### src/rtl/ifr_tx_pkg.sv
package ifr_tx_pkg;
  typedef enum logic [2:0] {
    SYM_NORM = 3'd0,
    SYM_DATA = 3'd1,
    SYM_CRC  = 3'd2,
    SYM_EOD  = 3'd3,
    SYM_ONES = 3'd4
  } sym_kind_e;

  typedef enum logic [2:0] {
    ST_IDLE, ST_ARMED, ST_NB, ST_DATA, ST_CRC, ST_EOD, ST_ONES
  } ifr_st_e;

  // byte-wide CRC update, MSB first
  function automatic logic [7:0] crc8_byte(logic [7:0] acc, logic [7:0] d,
                                           logic [7:0] poly);
    logic [7:0] r;
    r = acc ^ d;
    for (int i = 0; i < 8; i++) r = r[7] ? ((r << 1) ^ poly) : (r << 1);
    return r;
  endfunction
endpackage

### src/rtl/ifr_crc8.sv
module ifr_crc8 #(
  parameter logic [7:0] POLY = 8'h1D,
  parameter logic [7:0] INIT = 8'hFF
) (
  input  logic       clk_i,
  input  logic       rst_ni,
  input  logic       init_i,
  input  logic       upd_i,
  input  logic [7:0] byte_i,
  output logic [7:0] tx_o
);
  logic [7:0] acc_q;

  always_ff @(posedge clk_i or negedge rst_ni) begin
    if (!rst_ni)     acc_q <= INIT;
    else if (init_i) acc_q <= INIT;
    else if (upd_i)  acc_q <= ifr_tx_pkg::crc8_byte(acc_q, byte_i, POLY);
  end

  assign tx_o = ~acc_q;
endmodule

### src/rtl/ifr_len_guard.sv
module ifr_len_guard #(
  parameter int MAX_BYTES = 12
) (
  input  logic clk_i,
  input  logic rst_ni,
  input  logic clr_i,
  input  logic hdr_i,
  input  logic ifr_i,
  output logic full_o
);
  localparam int CW = $clog2(MAX_BYTES + 1);
  localparam logic [CW-1:0] LIMIT = CW'(MAX_BYTES);

  logic [CW-1:0] cnt_q;

  always_ff @(posedge clk_i or negedge rst_ni) begin
    if (!rst_ni)                          cnt_q <= '0;
    else if (clr_i)                       cnt_q <= '0;
    else if ((hdr_i | ifr_i) && !full_o)  cnt_q <= cnt_q + 1'b1;
  end

  assign full_o = (cnt_q >= LIMIT);

  a_r10_cnt_bounded: assert property (@(posedge clk_i) disable iff (!rst_ni)
    cnt_q <= LIMIT);
endmodule

### src/rtl/ifr_data_hold.sv
module ifr_data_hold #(
  parameter int DW = 8
) (
  input  logic          clk_i,
  input  logic          rst_ni,
  input  logic          wr_i,
  input  logic [DW-1:0] wdata_i,
  input  logic          take_i,
  input  logic          clr_i,
  output logic [DW-1:0] data_o,
  output logic          full_o,
  output logic          tde_o
);
  always_ff @(posedge clk_i or negedge rst_ni) begin
    if (!rst_ni) begin
      data_o <= '0;
      full_o <= 1'b0;
      tde_o  <= 1'b0;
    end else if (wr_i) begin
      data_o <= wdata_i;
      full_o <= 1'b1;
      tde_o  <= 1'b0;
    end else if (take_i) begin
      full_o <= 1'b0;
      tde_o  <= 1'b1;
    end else if (clr_i) begin
      full_o <= 1'b0;
      tde_o  <= 1'b0;
    end
  end

  a_r3_write_clears_tde: assert property (@(posedge clk_i) disable iff (!rst_ni)
    wr_i |=> !tde_o);
  a_r3_take_sets_tde: assert property (@(posedge clk_i) disable iff (!rst_ni)
    (take_i && !wr_i) |=> tde_o && !full_o);
endmodule

### src/rtl/ifr_tx_ctrl.sv
module ifr_tx_ctrl #(
  parameter int         MAX_FRAME_BYTES = 12,
  parameter logic [7:0] CRC_POLY        = 8'h1D,
  parameter logic [7:0] CRC_INIT        = 8'hFF
) (
  input  logic       clk_i,
  input  logic       rst_ni,
  input  logic       data_wr_i,
  input  logic [7:0] data_i,
  input  logic       req_nocrc_i,
  input  logic       req_crc_i,
  input  logic       eod_req_i,
  output logic       tde_o,
  output logic       req_nocrc_o,
  output logic       req_crc_o,
  input  logic       rx_sof_i,
  input  logic       rx_byte_i,
  input  logic       rx_eod_i,
  input  logic       bus_err_i,
  input  logic       arb_lost_i,
  input  logic       arb_last_bit_i,
  input  logic       sym_ack_i,
  output logic       sym_valid_o,
  output logic [2:0] sym_kind_o,
  output logic [7:0] sym_data_o
);
  import ifr_tx_pkg::*;
  localparam int BW = 8;

  ifr_st_e       state_q, state_d;
  logic          mode_q, mode_d;          // 1: CRC appended
  logic          eod_pend_q, eod_pend_d;
  logic [BW-1:0] sh_q, sh_d;
  logic          sof_seen_q, eod_seen_q;
  logic          take, crc_init, crc_upd, ifr_inc, end_ifr;
  logic [BW-1:0] hold_data, crc_tx;
  logic          hold_full, len_full;
  logic          active_st, xmit_st, window, any_req;

  assign active_st = state_q inside {ST_ARMED, ST_NB, ST_DATA, ST_CRC, ST_EOD};
  assign xmit_st   = state_q inside {ST_NB, ST_DATA, ST_CRC, ST_EOD};
  assign window    = sof_seen_q & ~eod_seen_q;
  assign any_req   = req_crc_i | req_nocrc_i;

  // bus-side frame window
  always_ff @(posedge clk_i or negedge rst_ni) begin
    if (!rst_ni) begin
      sof_seen_q <= 1'b0;
      eod_seen_q <= 1'b0;
    end else if (rx_sof_i) begin
      sof_seen_q <= 1'b1;
      eod_seen_q <= 1'b0;
    end else if (rx_eod_i && sof_seen_q) begin
      eod_seen_q <= 1'b1;
    end
  end

  ifr_data_hold #(.DW(BW)) u_hold (
    .clk_i   (clk_i),
    .rst_ni  (rst_ni),
    .wr_i    (data_wr_i),
    .wdata_i (data_i),
    .take_i  (take),
    .clr_i   (end_ifr),
    .data_o  (hold_data),
    .full_o  (hold_full),
    .tde_o   (tde_o)
  );

  ifr_crc8 #(.POLY(CRC_POLY), .INIT(CRC_INIT)) u_crc (
    .clk_i  (clk_i),
    .rst_ni (rst_ni),
    .init_i (crc_init),
    .upd_i  (crc_upd),
    .byte_i (hold_data),
    .tx_o   (crc_tx)
  );

  ifr_len_guard #(.MAX_BYTES(MAX_FRAME_BYTES)) u_len (
    .clk_i  (clk_i),
    .rst_ni (rst_ni),
    .clr_i  (rx_sof_i),
    .hdr_i  (rx_byte_i & window),
    .ifr_i  (ifr_inc),
    .full_o (len_full)
  );

  always_comb begin
    state_d    = state_q;
    mode_d     = mode_q;
    sh_d       = sh_q;
    take       = 1'b0;
    crc_init   = 1'b0;
    crc_upd    = 1'b0;
    ifr_inc    = 1'b0;
    end_ifr    = 1'b0;
    eod_pend_d = eod_pend_q | (eod_req_i & active_st);
    if (state_q == ST_IDLE) begin
      if (any_req && window) begin
        state_d    = ST_ARMED;
        mode_d     = req_crc_i;   // CRC request wins a tie
        crc_init   = 1'b1;
        eod_pend_d = 1'b0;
      end
    end else if (bus_err_i) begin
      state_d = ST_IDLE;
      end_ifr = 1'b1;
    end else if (arb_lost_i && xmit_st) begin
      end_ifr = 1'b1;
      sh_d    = '0;
      state_d = arb_last_bit_i ? ST_ONES : ST_IDLE;
    end else begin
      case (state_q)
        ST_ARMED: if (rx_eod_i || eod_seen_q) begin
          state_d = ST_NB;
          sh_d    = '0;
        end
        ST_NB, ST_DATA: if (sym_ack_i) begin
          if (hold_full) begin
            if (len_full) begin
              state_d = ST_IDLE;
              end_ifr = 1'b1;
            end else begin
              state_d = ST_DATA;
              sh_d    = hold_data;
              take    = 1'b1;
              crc_upd = 1'b1;
              ifr_inc = 1'b1;
            end
          end else if (state_q == ST_DATA && eod_pend_q) begin
            if (!mode_q) begin
              state_d = ST_EOD;
              sh_d    = '0;
            end else if (len_full) begin
              state_d = ST_IDLE;
              end_ifr = 1'b1;
            end else begin
              state_d = ST_CRC;
              sh_d    = crc_tx;
              ifr_inc = 1'b1;
            end
          end else begin
            // underrun
            state_d = ST_IDLE;
            end_ifr = 1'b1;
          end
        end
        ST_CRC: if (sym_ack_i) begin
          state_d = ST_EOD;
          sh_d    = '0;
        end
        ST_EOD: if (sym_ack_i) begin
          state_d = ST_IDLE;
          end_ifr = 1'b1;
        end
        ST_ONES: if (sym_ack_i) state_d = ST_IDLE;
        default: state_d = ST_IDLE;
      endcase
    end
  end

  always_ff @(posedge clk_i or negedge rst_ni) begin
    if (!rst_ni) begin
      state_q    <= ST_IDLE;
      mode_q     <= 1'b0;
      eod_pend_q <= 1'b0;
      sh_q       <= '0;
    end else begin
      state_q    <= state_d;
      mode_q     <= mode_d;
      eod_pend_q <= eod_pend_d;
      sh_q       <= sh_d;
    end
  end

  always_comb begin
    case (state_q)
      ST_NB:   sym_kind_o = SYM_NORM;
      ST_DATA: sym_kind_o = SYM_DATA;
      ST_CRC:  sym_kind_o = SYM_CRC;
      ST_EOD:  sym_kind_o = SYM_EOD;
      ST_ONES: sym_kind_o = SYM_ONES;
      default: sym_kind_o = SYM_NORM;
    endcase
  end

  assign sym_valid_o = xmit_st | (state_q == ST_ONES);
  assign sym_data_o  = sh_q;
  assign req_crc_o   = active_st & mode_q;
  assign req_nocrc_o = active_st & ~mode_q;

  a_r1_late_req_refused: assert property (@(posedge clk_i) disable iff (!rst_ni)
    (state_q == ST_IDLE && !window && any_req) |=> !(req_crc_o || req_nocrc_o));
  a_r11_busy_req_ignored: assert property (@(posedge clk_i) disable iff (!rst_ni)
    (req_crc_o && req_nocrc_i) |=> !req_nocrc_o);
  a_r12_symbol_held: assert property (@(posedge clk_i) disable iff (!rst_ni)
    (sym_valid_o && !sym_ack_i && !bus_err_i && !arb_lost_i)
      |=> sym_valid_o && $stable(sym_kind_o) && $stable(sym_data_o));
  a_r7_bus_err_stops: assert property (@(posedge clk_i) disable iff (!rst_ni)
    (bus_err_i && (sym_valid_o || req_crc_o || req_nocrc_o))
      |=> !sym_valid_o && !req_crc_o && !req_nocrc_o);
  a_r8_arb_drop: assert property (@(posedge clk_i) disable iff (!rst_ni)
    (arb_lost_i && xmit_st && !bus_err_i && !arb_last_bit_i) |=> !sym_valid_o);
  a_r8_arb_ones: assert property (@(posedge clk_i) disable iff (!rst_ni)
    (arb_lost_i && xmit_st && !bus_err_i && arb_last_bit_i)
      |=> sym_valid_o && sym_kind_o == SYM_ONES && !req_crc_o && !req_nocrc_o);
  a_r9_auto_clear: assert property (@(posedge clk_i) disable iff (!rst_ni)
    (state_q == ST_EOD && sym_ack_i && !bus_err_i && !arb_lost_i)
      |=> !req_crc_o && !req_nocrc_o);
endmodule

### config.mk
export PLATFORM = sky130hd
export DESIGN_NAME = ifr_tx_ctrl
export DESIGN_NICKNAME = d
export VERILOG_FILES = /design/src/rtl/ifr_tx_pkg.sv /design/src/rtl/ifr_crc8.sv /design/src/rtl/ifr_len_guard.sv /design/src/rtl/ifr_data_hold.sv /design/src/rtl/ifr_tx_ctrl.sv
export SDC_FILE = /design/constraint.sdc
export NUM_CORES = 1
export LEC_CHECK = 0
export CORE_MARGIN = 5
export CORE_UTILIZATION = 54
export DETAILED_ROUTE_END_ITERATION = 7
export GPL_ROUTABILITY_DRIVEN = 0
export PLACE_DENSITY_LB_ADDON = 0.12
export SYNTH_ARGS = -nofsm -noshare
export SYNTH_HDL_FRONTEND = slang
export SYNTH_SLANG_ARGS = --single-unit
### constraint.sdc
create_clock -name clk_i -period 2.3 [get_ports clk_i]
set_clock_uncertainty 0.15 [all_clocks]
set_input_delay 0.575 -clock clk_i [delete_from_list [all_inputs] [get_ports clk_i]]
set_output_delay 0.575 -clock clk_i [all_outputs]
set_load 0.005 [all_outputs]
# ---- Yosys cells after proc, flatten, opt, wreduce, memory -nomap -nowiden
# Index checks and enable logic that the tools add are counted.
# W data, S select, Z words.
dict set report word_totals {
  regBits 37
  in_bits 21
  output_inout_bits 15
  elab_cells 147
}
dict set report classes {
  add_sub_neg 1
  magnitude_cmp 1
  n_eq_ne 17
  mux 74
  bitwise 23
  n_reduce_logical 20
}
# cell count
set ops {}
lappend ops {{$mux W8} 11}
lappend ops {{$mux W5} 8}
lappend ops {{$mux W3} 13}
lappend ops {{$mux W1} 35}
lappend ops {{$not A4 Y4} 8}
lappend ops {{$pmux W3 S4} 2}
lappend ops {{$pmux W8 S3} 1}
lappend ops {{$eq A3 B3 Y1 const B} 3}
lappend ops {{$reduce_and A9 Y1} 1}
lappend ops {{$mux W4} 2}
lappend ops {{$ne A4 B4 Y1 const B} 2}
lappend ops {{$not A8 Y8} 1}
lappend ops {{$reduce_bool A4 Y1} 2}
lappend ops {{$xor A8 B8 Y8} 1}
lappend ops {{$eq A3 B2 Y1 const B} 2}
lappend ops {{$reduce_bool A2 Y1} 3}
lappend ops {{$and A1 B1 Y1} 5}
lappend ops {{$logic_and A1 B1 Y1} 5}
lappend ops {{$ne A5 B1 Y1 const B} 1}
lappend ops {{$ne A5 B2 Y1 const B} 1}
lappend ops {{$ne A5 B3 Y1 const B} 1}
lappend ops {{$ne A5 B5 Y1 const B} 1}
lappend ops {{$reduce_and A5 Y1} 1}
lappend ops {{$reduce_bool A5 Y1} 1}
lappend ops {{18 further kinds} 25}

# ---- Logic depth before layout (Yosys ltp)
# Gate-level depths: netlist (run 1).
dict set report depth {
  word_depth 19
  ltp_mapped 8
}

# ---- Modules after synthesis
# From an unflattened synthesis (run 1), not the netlist that was laid out.
dict set report unflattened {
  cells_unflattened 247
  area_unflattened_um2 2392.3
}
# module n_inst cells_per_inst area_each_um2
set modules_own_cells {}
lappend modules_own_cells {ifr_tx_ctrl 1 140 1137.3}
lappend modules_own_cells {ifr_crc8 1 64 648.1}
lappend modules_own_cells {ifr_data_hold 1 24 409.1}
lappend modules_own_cells {ifr_len_guard 1 19 197.7}

# ---- Worst setup path after synthesis (run 1)
# OpenSTA, ideal clock, no wires.
dict set report synth_timing {
  path_type {input -> register}
  start {input rx_eod_i}
  end {register state_q[2]}
  setup_ns 0.128
  arrival_ns 1.812
  slack_ns 0.210
  stages 5
  path_buffers 0
  path_cell_list {or4b_1 -> a21oi_1 -> o21ai_1 -> o31ai_4 -> mux2_1}
}
dict set report synth_between {
  elab_chain_cells 3
}
# element line_no
set synth_rtl {}
lappend synth_rtl {{from (decl)} ifr_tx_ctrl.sv:18} ;# input logic rx_eod_i,
lappend synth_rtl {{$logic_or A1 B1 Y1} ifr_tx_ctrl.sv:114} ;# ST_ARMED: if (rx_eod_i || eod_seen_q) begin
lappend synth_rtl {{$ne A5 B2 Y1 (no source line)} --}
lappend synth_rtl {{$reduce_and A5 Y1 (no source line)} --}
lappend synth_rtl {{to (signal assigned)} ifr_tx_ctrl.sv:169} ;# state_q <= state_d;
lappend synth_rtl {{to (decl)} ifr_tx_ctrl.sv:30} ;# ifr_st_e state_q, state_d;
# No other way between the ends.
# A chain may end at the register's enable or synchronous reset.

# ---- Worst setup path after layout (run 1)
dict set report layout_timing {
  start {register state_q[1]}
  end {register state_q[1]}
}
dict set report layout_between {
  elab_chain_cells 9
}
# element line_no
set layout_rtl {}
lappend layout_rtl {{$eq A3 B2 Y1} {ifr_tx_ctrl.sv:41, ifr_tx_ctrl.sv:113, ifr_tx_ctrl.sv:130}}
lappend layout_rtl {{$logic_and A1 B1 Y1} ifr_tx_ctrl.sv:130} ;# end else if (state_q == ST_DATA && eod_pend_q) begin
lappend layout_rtl {{$mux W3} ifr_tx_ctrl.sv:130}
lappend layout_rtl {{$mux W3} ifr_tx_ctrl.sv:119} ;# if (hold_full) begin
lappend layout_rtl {{$mux W3} ifr_tx_ctrl.sv:118} ;# ST_NB, ST_DATA: if (sym_ack_i) begin
lappend layout_rtl {{$pmux W3 S4} ifr_tx_ctrl.sv:113} ;# case (state_q)
lappend layout_rtl {{$mux W3} ifr_tx_ctrl.sv:108} ;# end else if (arb_lost_i && xmit_st) begin
lappend layout_rtl {{$mux W3} ifr_tx_ctrl.sv:105} ;# end else if (bus_err_i) begin
lappend layout_rtl {{$mux W3} ifr_tx_ctrl.sv:98} ;# if (state_q == ST_IDLE) begin
# Parallel ways exist; a longest one is shown, timed or not. The select of a mux whose other input is x is not followed.

==> run_results.csv, run 1 <==
group,metric,value,unit
sta,setup_viol,0,
final_layout,diodes,0,
worst_setup_path,rr_startpoint,"state_q[1]",
power,peakVddDrop,544,uV
final_layout,seq_area,940,sq um
global_routing,grt_pass1_wl,9.41,mm
routing,antenna_left,0,
worst_setup_path,reg2reg_depth,6,
final_layout,final_cell_mix,"buf_4, clkdlybuf4s50_1, dfrtp_1",
clocking,clock_sink_count,37,
clocking,cts_buffers,5,
die,rows,24,
routing,drt_pre_antenna_iters,5,
worst_setup_path,slowest_stage,"or4b_1",
logic_synthesis,ys_ff_latch,37,
final_layout,final_area,0.00314,sq mm
worst_setup_path,cp_max_fo,6,
global_routing,grt_usage,0.199,
worst_setup_path,crit_path_start,"state_q[1]",
sta,drv_slew,0,
routing,vias,2069,
logic_synthesis,async_flop_share,1.00,
logic_synthesis,postSynthCellCount,234,
min_path,worstHoldStart,"u_crc.acc_q[2]",
min_path,hp-class,"register to register",
logic_synthesis,muxShareOfSynthArea,0.0527,
worst_setup_path,critical_path_required,2.33,ns
clocking,cts_hold_buf,0,
sta,worstMarginPinSlew,0.490,ns
final_layout,fill_cells,316,
status,outcome,"finished clean",
sta,maxSlewHeadroom,0.671,
logic_synthesis,synth_top_family_by_area,"compound AO/OA/AOI/OAI gates",
worst_setup_path,startpoint_type,"register",
clocking,clk_pin_slew,0.08,ns
worst_setup_path,worstPathArrival,2.32,ns
global_routing,grt_start_max_net_pins,38,
power,p_leak,1.44,nW
clocking,cts_root_buf,"clkbuf_8",
routing,wl_per_cell,16.5,um
global_routing,grt_pass1_vias,1912,
worst_setup_path,critPathCaptureType,"register",
logic_synthesis,yosys.area_share.simple,0.168,
logic_synthesis,synth_xor_area_frac,0.149,
global_routing,overflow,0,
final_layout,mostFrequentLayoutCell,"buf_4",
logic_synthesis,ys_types,58,
worst_setup_path,crit_type,"register to register",
power,powerDensity,965,mW/mm^2
worst_setup_path,worst_r2r_endpoint,"state_q[1]",
sta,fmax,437,MHz
die,start_util,0.547,
placement,dp.cells,335,
routing,via_per_inst,5.89,
logic_synthesis,ys_seq_area_frac,0.398,
die,dieArea,0.00577,sq mm
flow_run,max_cap_violations,0,
sta,hold_viol,0,
worst_setup_path,cp_cell_sequence,"buf_4 > or4b_1 > a21oi_2 > o21ai_2 > o31ai_4 > mux2_4",
placement,dp_hpwl,4.12,mm
min_path,worstHoldPathCells,2,
worst_setup_path,cp_slowest_stage_delay,0.53,ns
final_layout,drive_gt1_frac,0.268,
final_layout,post_layout_nonfiller_instances,351,
sta,min_period,2.29,ns
routing,wl,5.78,mm
clocking,insertion_delay,0.29,ns
routing,drc_errors,0,
clocking,htree_levels,2,
placement,post_dp_cell_area,0.00290,sq mm
sta,min_period_over_period,0.996,
final_layout,area_delta_synth_final,33.7,%
final_layout,multi_input_area,0.00140,sq mm
clocking,cts_tree,"yes",
logic_synthesis,synth_nets,256,
logic_synthesis,synthFlopType,"dfrtp_1",
sta,final.setup.tns,0,ns
placement,place.port_buffers,35,
die,io_pins,36,
logic_synthesis,netlist_area,0.00235,sq mm
logic_synthesis,synth_edf_count,0,
final_layout,fin_nets,320,
logic_synthesis,postSynthAreaPerCell,10.0,sq um
logic_synthesis,ys.warnings.count,0,
logic_synthesis,synth_compound_area_frac,0.192,
worst_setup_path,rrSetupSlack,0.01,ns
die,dieWidth,76.0,um
clocking,clk_path_buf_depth,2,
die,dieHeight,76.0,um
routing,drt_iter0_markers,196,
logic_synthesis,synth_fa_ha_area_frac,0.00532,
min_path,min_to,"u_crc.acc_q[2]",
die,core,0.00429,sq mm
global_routing,antenna_found_initial,0,
## registers in the layout (all words and copies together) (netlist names)
register and flops:
sof_seen_q 1, state_q 3, u_hold.tde_o 1, mode_q 1, u_len.cnt_q 4, sym_data_o 8
u_crc.acc_q 8, u_hold.data_o 8, u_hold.full_o 1, eod_seen_q 1, eod_pend_q 1
## layer usage
metal  part of all wire  vias to the layer above  global-route usage
li1                   -                      970                   -
met1               0.46                      988               0.285
met2               0.45                       93               0.301
met3              0.072                       18              0.0366
met4              0.020                        0              0.0730
met5                  0                        -                   0
## how the worst max path moves through the flow
stage / depth (start not counted) / end / slack (ns)
global route: 5 / req_crc_o / -0.002
CTS: 4 / sym_kind_o[0] / -0.10
global placement: 6 / state_q[1] / -0.28
finish: 6 / state_q[1] / 0.01
detailed placement: 6 / state_q[1] / -0.33
floorplan: 5 / state_q[2] / 0.21
## cell type report
cell class,instances,share of cell area
repair buffers,67,0.197
clock buffers,5,0.0219
well taps,52,0.0207
flip-flops and latches,37,0.299
inverters,9,0.0107
multi-input cells,178,0.444
clock inverters,3,0.00677
## synth_stat cells, types with 2 or more instances
cell,count,share of area
xor2_1,2,0.0075
o21ai_0,13,0.028
xnor2_1,16,0.060
nor2b_1,4,0.011
inv_1,9,0.014
buf_2,4,0.0085
a32o_1,2,0.0085
mux2_2,8,0.038
dfrtp_1,29,0.31
nand2b_1,6,0.016
a22o_1,8,0.030
nor2_1,11,0.018
nor3_1,7,0.015
nand2_1,22,0.035
and2_1,2,0.0053
and3_1,4,0.011
clkbuf_1,4,0.0064
nand3_1,3,0.0064
a211oi_1,3,0.0096
nand3b_1,2,0.0064
dfstp_2,8,0.089
mux2_1,3,0.014
o21ai_1,5,0.011
a21oi_1,21,0.045
xnor3_1,5,0.048
## worst max-delay path, delay by kind of cell (launching register included)
kind / cells / cell delay, ns
AND/OR/NAND/NOR: 1 / 0.53
AO/OA/AOI/OAI: 3 / 0.53
buffers and inverters: 1 / 0.16
multiplexers: 1 / 0.34
flip-flops: 1 / 0.47
## through the flow
step	hold WS [ns]	total power, W	setup WS, ns	utilization
floorplan	0.129	0.00189	0.210	-
global placement	0.316	0.00239	-0.281	0.675
detailed placement	0.323	0.00242	-0.334	0.675
CTS	0.334	0.00293	-0.103	0.704
global route	0.366	0.00322	-0.00210	0.732
finish	0.335	0.00303	0.00984	0.732
## logic make-up (layout without fill, tap and decap cells)
logic type / after synthesis / count (layout)
compound gates: 67 / 67
simple gates: 72 / 72
buf+inv: 19 / 84
flops: 37 / 37
xor+xnor: 27 / 27
mux: 11 / 11
fa+ha+maj: 1 / 1
## what timing repair did
item | 4_1_cts | 5_1_grt
pin swaps | 3 | 4
setup endpoints to repair | 7 | 12
setup buffers | 2 | 6
resized for setup | 12 | 20
## where the power goes
part           leakage, nW  internal [W]  switching [W]  total, W
Combinational        0.947      0.000890       0.000688   0.00158
Sequential           0.447      0.000816       0.000172  0.000988
Clock               0.0445      0.000215       0.000253  0.000468
Total                 1.44       0.00192        0.00111   0.00303
Power figures use the tool's default switching activity.
==> inputs of run 2 (changes only) <==
CORE_MARGIN = default   (was 5)
REMOVE_ABC_BUFFERS = 1   (was default)
==> run_results.csv, run 2 (same netlist as run 1, synthesis figures left out) <==
group,metric,value,unit
worst_setup_path,startpoint_type,"primary input",
power,peakVddDrop,504,uV
final_layout,area_delta_synth_final,30.3,%
die,start_util,0.575,
sta,drv_slew,0,
placement,place.port_buffers,35,
sta,fmax,434,MHz
routing,via_per_inst,5.74,
clocking,cts_buffers,5,
placement,post_dp_cell_area,0.00286,sq mm
power,p_leak,1.42,nW
global_routing,antenna_found_initial,0,
power,switching_share,0.367,
die,dieArea,0.00462,sq mm
clocking,clk_path_buf_depth,2,
clocking,clock_sink_count,37,
sta,worstMarginPinSlew,0.500,ns
placement,dp_hpwl,3.94,mm
routing,antenna_left,0,
final_layout,drive_gt1_frac,0.233,
die,core,0.00409,sq mm
sta,min_period,2.30,ns
clocking,clk_pin_slew,0.08,ns
routing,wl_per_cell,16.1,um
final_layout,final_util,0.750,
final_layout,post_layout_nonfiller_instances,342,
power,power.share.clock,0.159,
die,io_pins,36,
min_path,hp-class,"primary input to async pin",
sta,setup_viol,2,
clocking,cts_root_buf,"clkbuf_8",
global_routing,grt_start_max_net_pins,38,
global_routing,overflow,0,
power,total_power,0.00296,W
clocking,htree_levels,2,
clocking,cts_tree,"yes",
final_layout,mostFrequentLayoutCell,"clkdlybuf4s50_1",
sta,hold_viol,0,
worst_setup_path,worstPathArrival,2.33,ns
global_routing,grt_usage,0.262,
global_routing,grt_pass1_wl,8.89,mm
placement,dp.cells,327,
worst_setup_path,crit_type,"primary input to register",
power,internal_power,0.00188,W
die,dieHeight,68.0,um
worst_setup_path,critical_path_required,2.33,ns
sta,setup_slack,-0.00338,ns
worst_setup_path,cp_max_fo,3,
status,failed_checks,"setup timing",
flow_run,max_cap_violations,0,
sta,min_period_over_period,1.00,
sta,maxSlewHeadroom,0.664,
power,p_sw,0.00109,W
routing,drc_errors,0,
worst_setup_path,critPathCaptureType,"register",
final_layout,fin_nets,313,
clocking,insertion_delay,0.30,ns
clocking,cts_hold_buf,0,
routing,vias,1964,
power,powerDensity,967,mW/mm^2
sta,rsz0062_at_grt,"true",
sta,fin_hold_ws,0.0781,ns
routing,drt_pre_antenna_iters,5,
power,combinationalPowerShare,0.511,
global_routing,grt_pass1_vias,1846,
final_layout,final_area,0.00306,sq mm
final_layout,diodes,0,
power,power_frac_seq,0.330,
final_layout,final_cell_mix,"clkdlybuf4s50_1, dfrtp_1, buf_4",
die,rows,23,
die,dieWidth,68.0,um
routing,wl,5.51,mm
status,outcome,"complete, but fails checks",
routing,drt_iter0_markers,181,
run 2: critical path, stage by stage:
cell and delay [ns]:
clkdlybuf4s50_1 0.45, or4b_1 0.47, a21oi_1 0.13, o21ai_1 0.10, o31ai_4 0.25, mux2_1 0.35
run 2: metal layers:
| metal | routed length, um | GRT usage | up-vias |
|---|---|---|---|
| met5 | 0 | 0 | - |
| met2 | 2440 | 0.390 | 67 |
| met1 | 2680 | 0.380 | 927 |
| met3 | 350 | 0.0633 | 6 |
| li1 | - | - | 964 |
| met4 | 45 | 0.0677 | 0 |
run 2: layout make-up:
type                    count  area (sq um)
clock buffers               5          68.8
multi-input cells         178          1380
inverters                   9          33.8
flip-flops and latches     37           940
well taps                  50          62.6
clock inverters             3          21.3
fillers                   306          1020
repair buffers             60           559
run 2: per-stage QoR:
step                      worst slack [ns]  setup TNS (ns)
final                             -0.00338        -0.00531
after global routing               -0.0872          -0.254
after CTS                          -0.0821          -0.283
after detailed placement            -0.313           -3.42
after global placement              -0.280           -2.77
after floorplan                      0.193               0
run 2: path summary, 6_finish.rpt:
| kind | end | from | slack (ns) | cells after the start |
|---|---|---|---|---|
| setup / recovery | state_q[0] | rx_eod_i | -0.003 | 6 |
| hold / removal | sym_data_o[4] | rst_ni | 0.08 | 2 |
| setup reg to reg | state_q[0] | state_q[1] | 0.03 | 6 |
| hold reg to reg | u_crc.acc_q[2] | u_crc.acc_q[2] | 0.34 | 2 |
| max in group asynchronous | u_crc.acc_q[2] | rst_ni | 1.66 | 2 |
| min in group clk_i | u_crc.acc_q[2] | u_crc.acc_q[2] | 0.34 | 2 |
run 2: power by group through the flow:
stage	clock (W)	sequential, W	combinational [W]
final	0.000472	0.000978	0.00151
after global routing	0.000514	0.00100	0.00165
after CTS	0.000486	0.000977	0.00145
after detailed placement	0	0.000985	0.00141
after global placement	0	0.000977	0.00138
after floorplan	0	0.000974	0.000875
run 2: repair_timing:
action,CTS,global route
resized for setup,8,13
buffers inserted,3,4
setup endpoints to repair,6,16
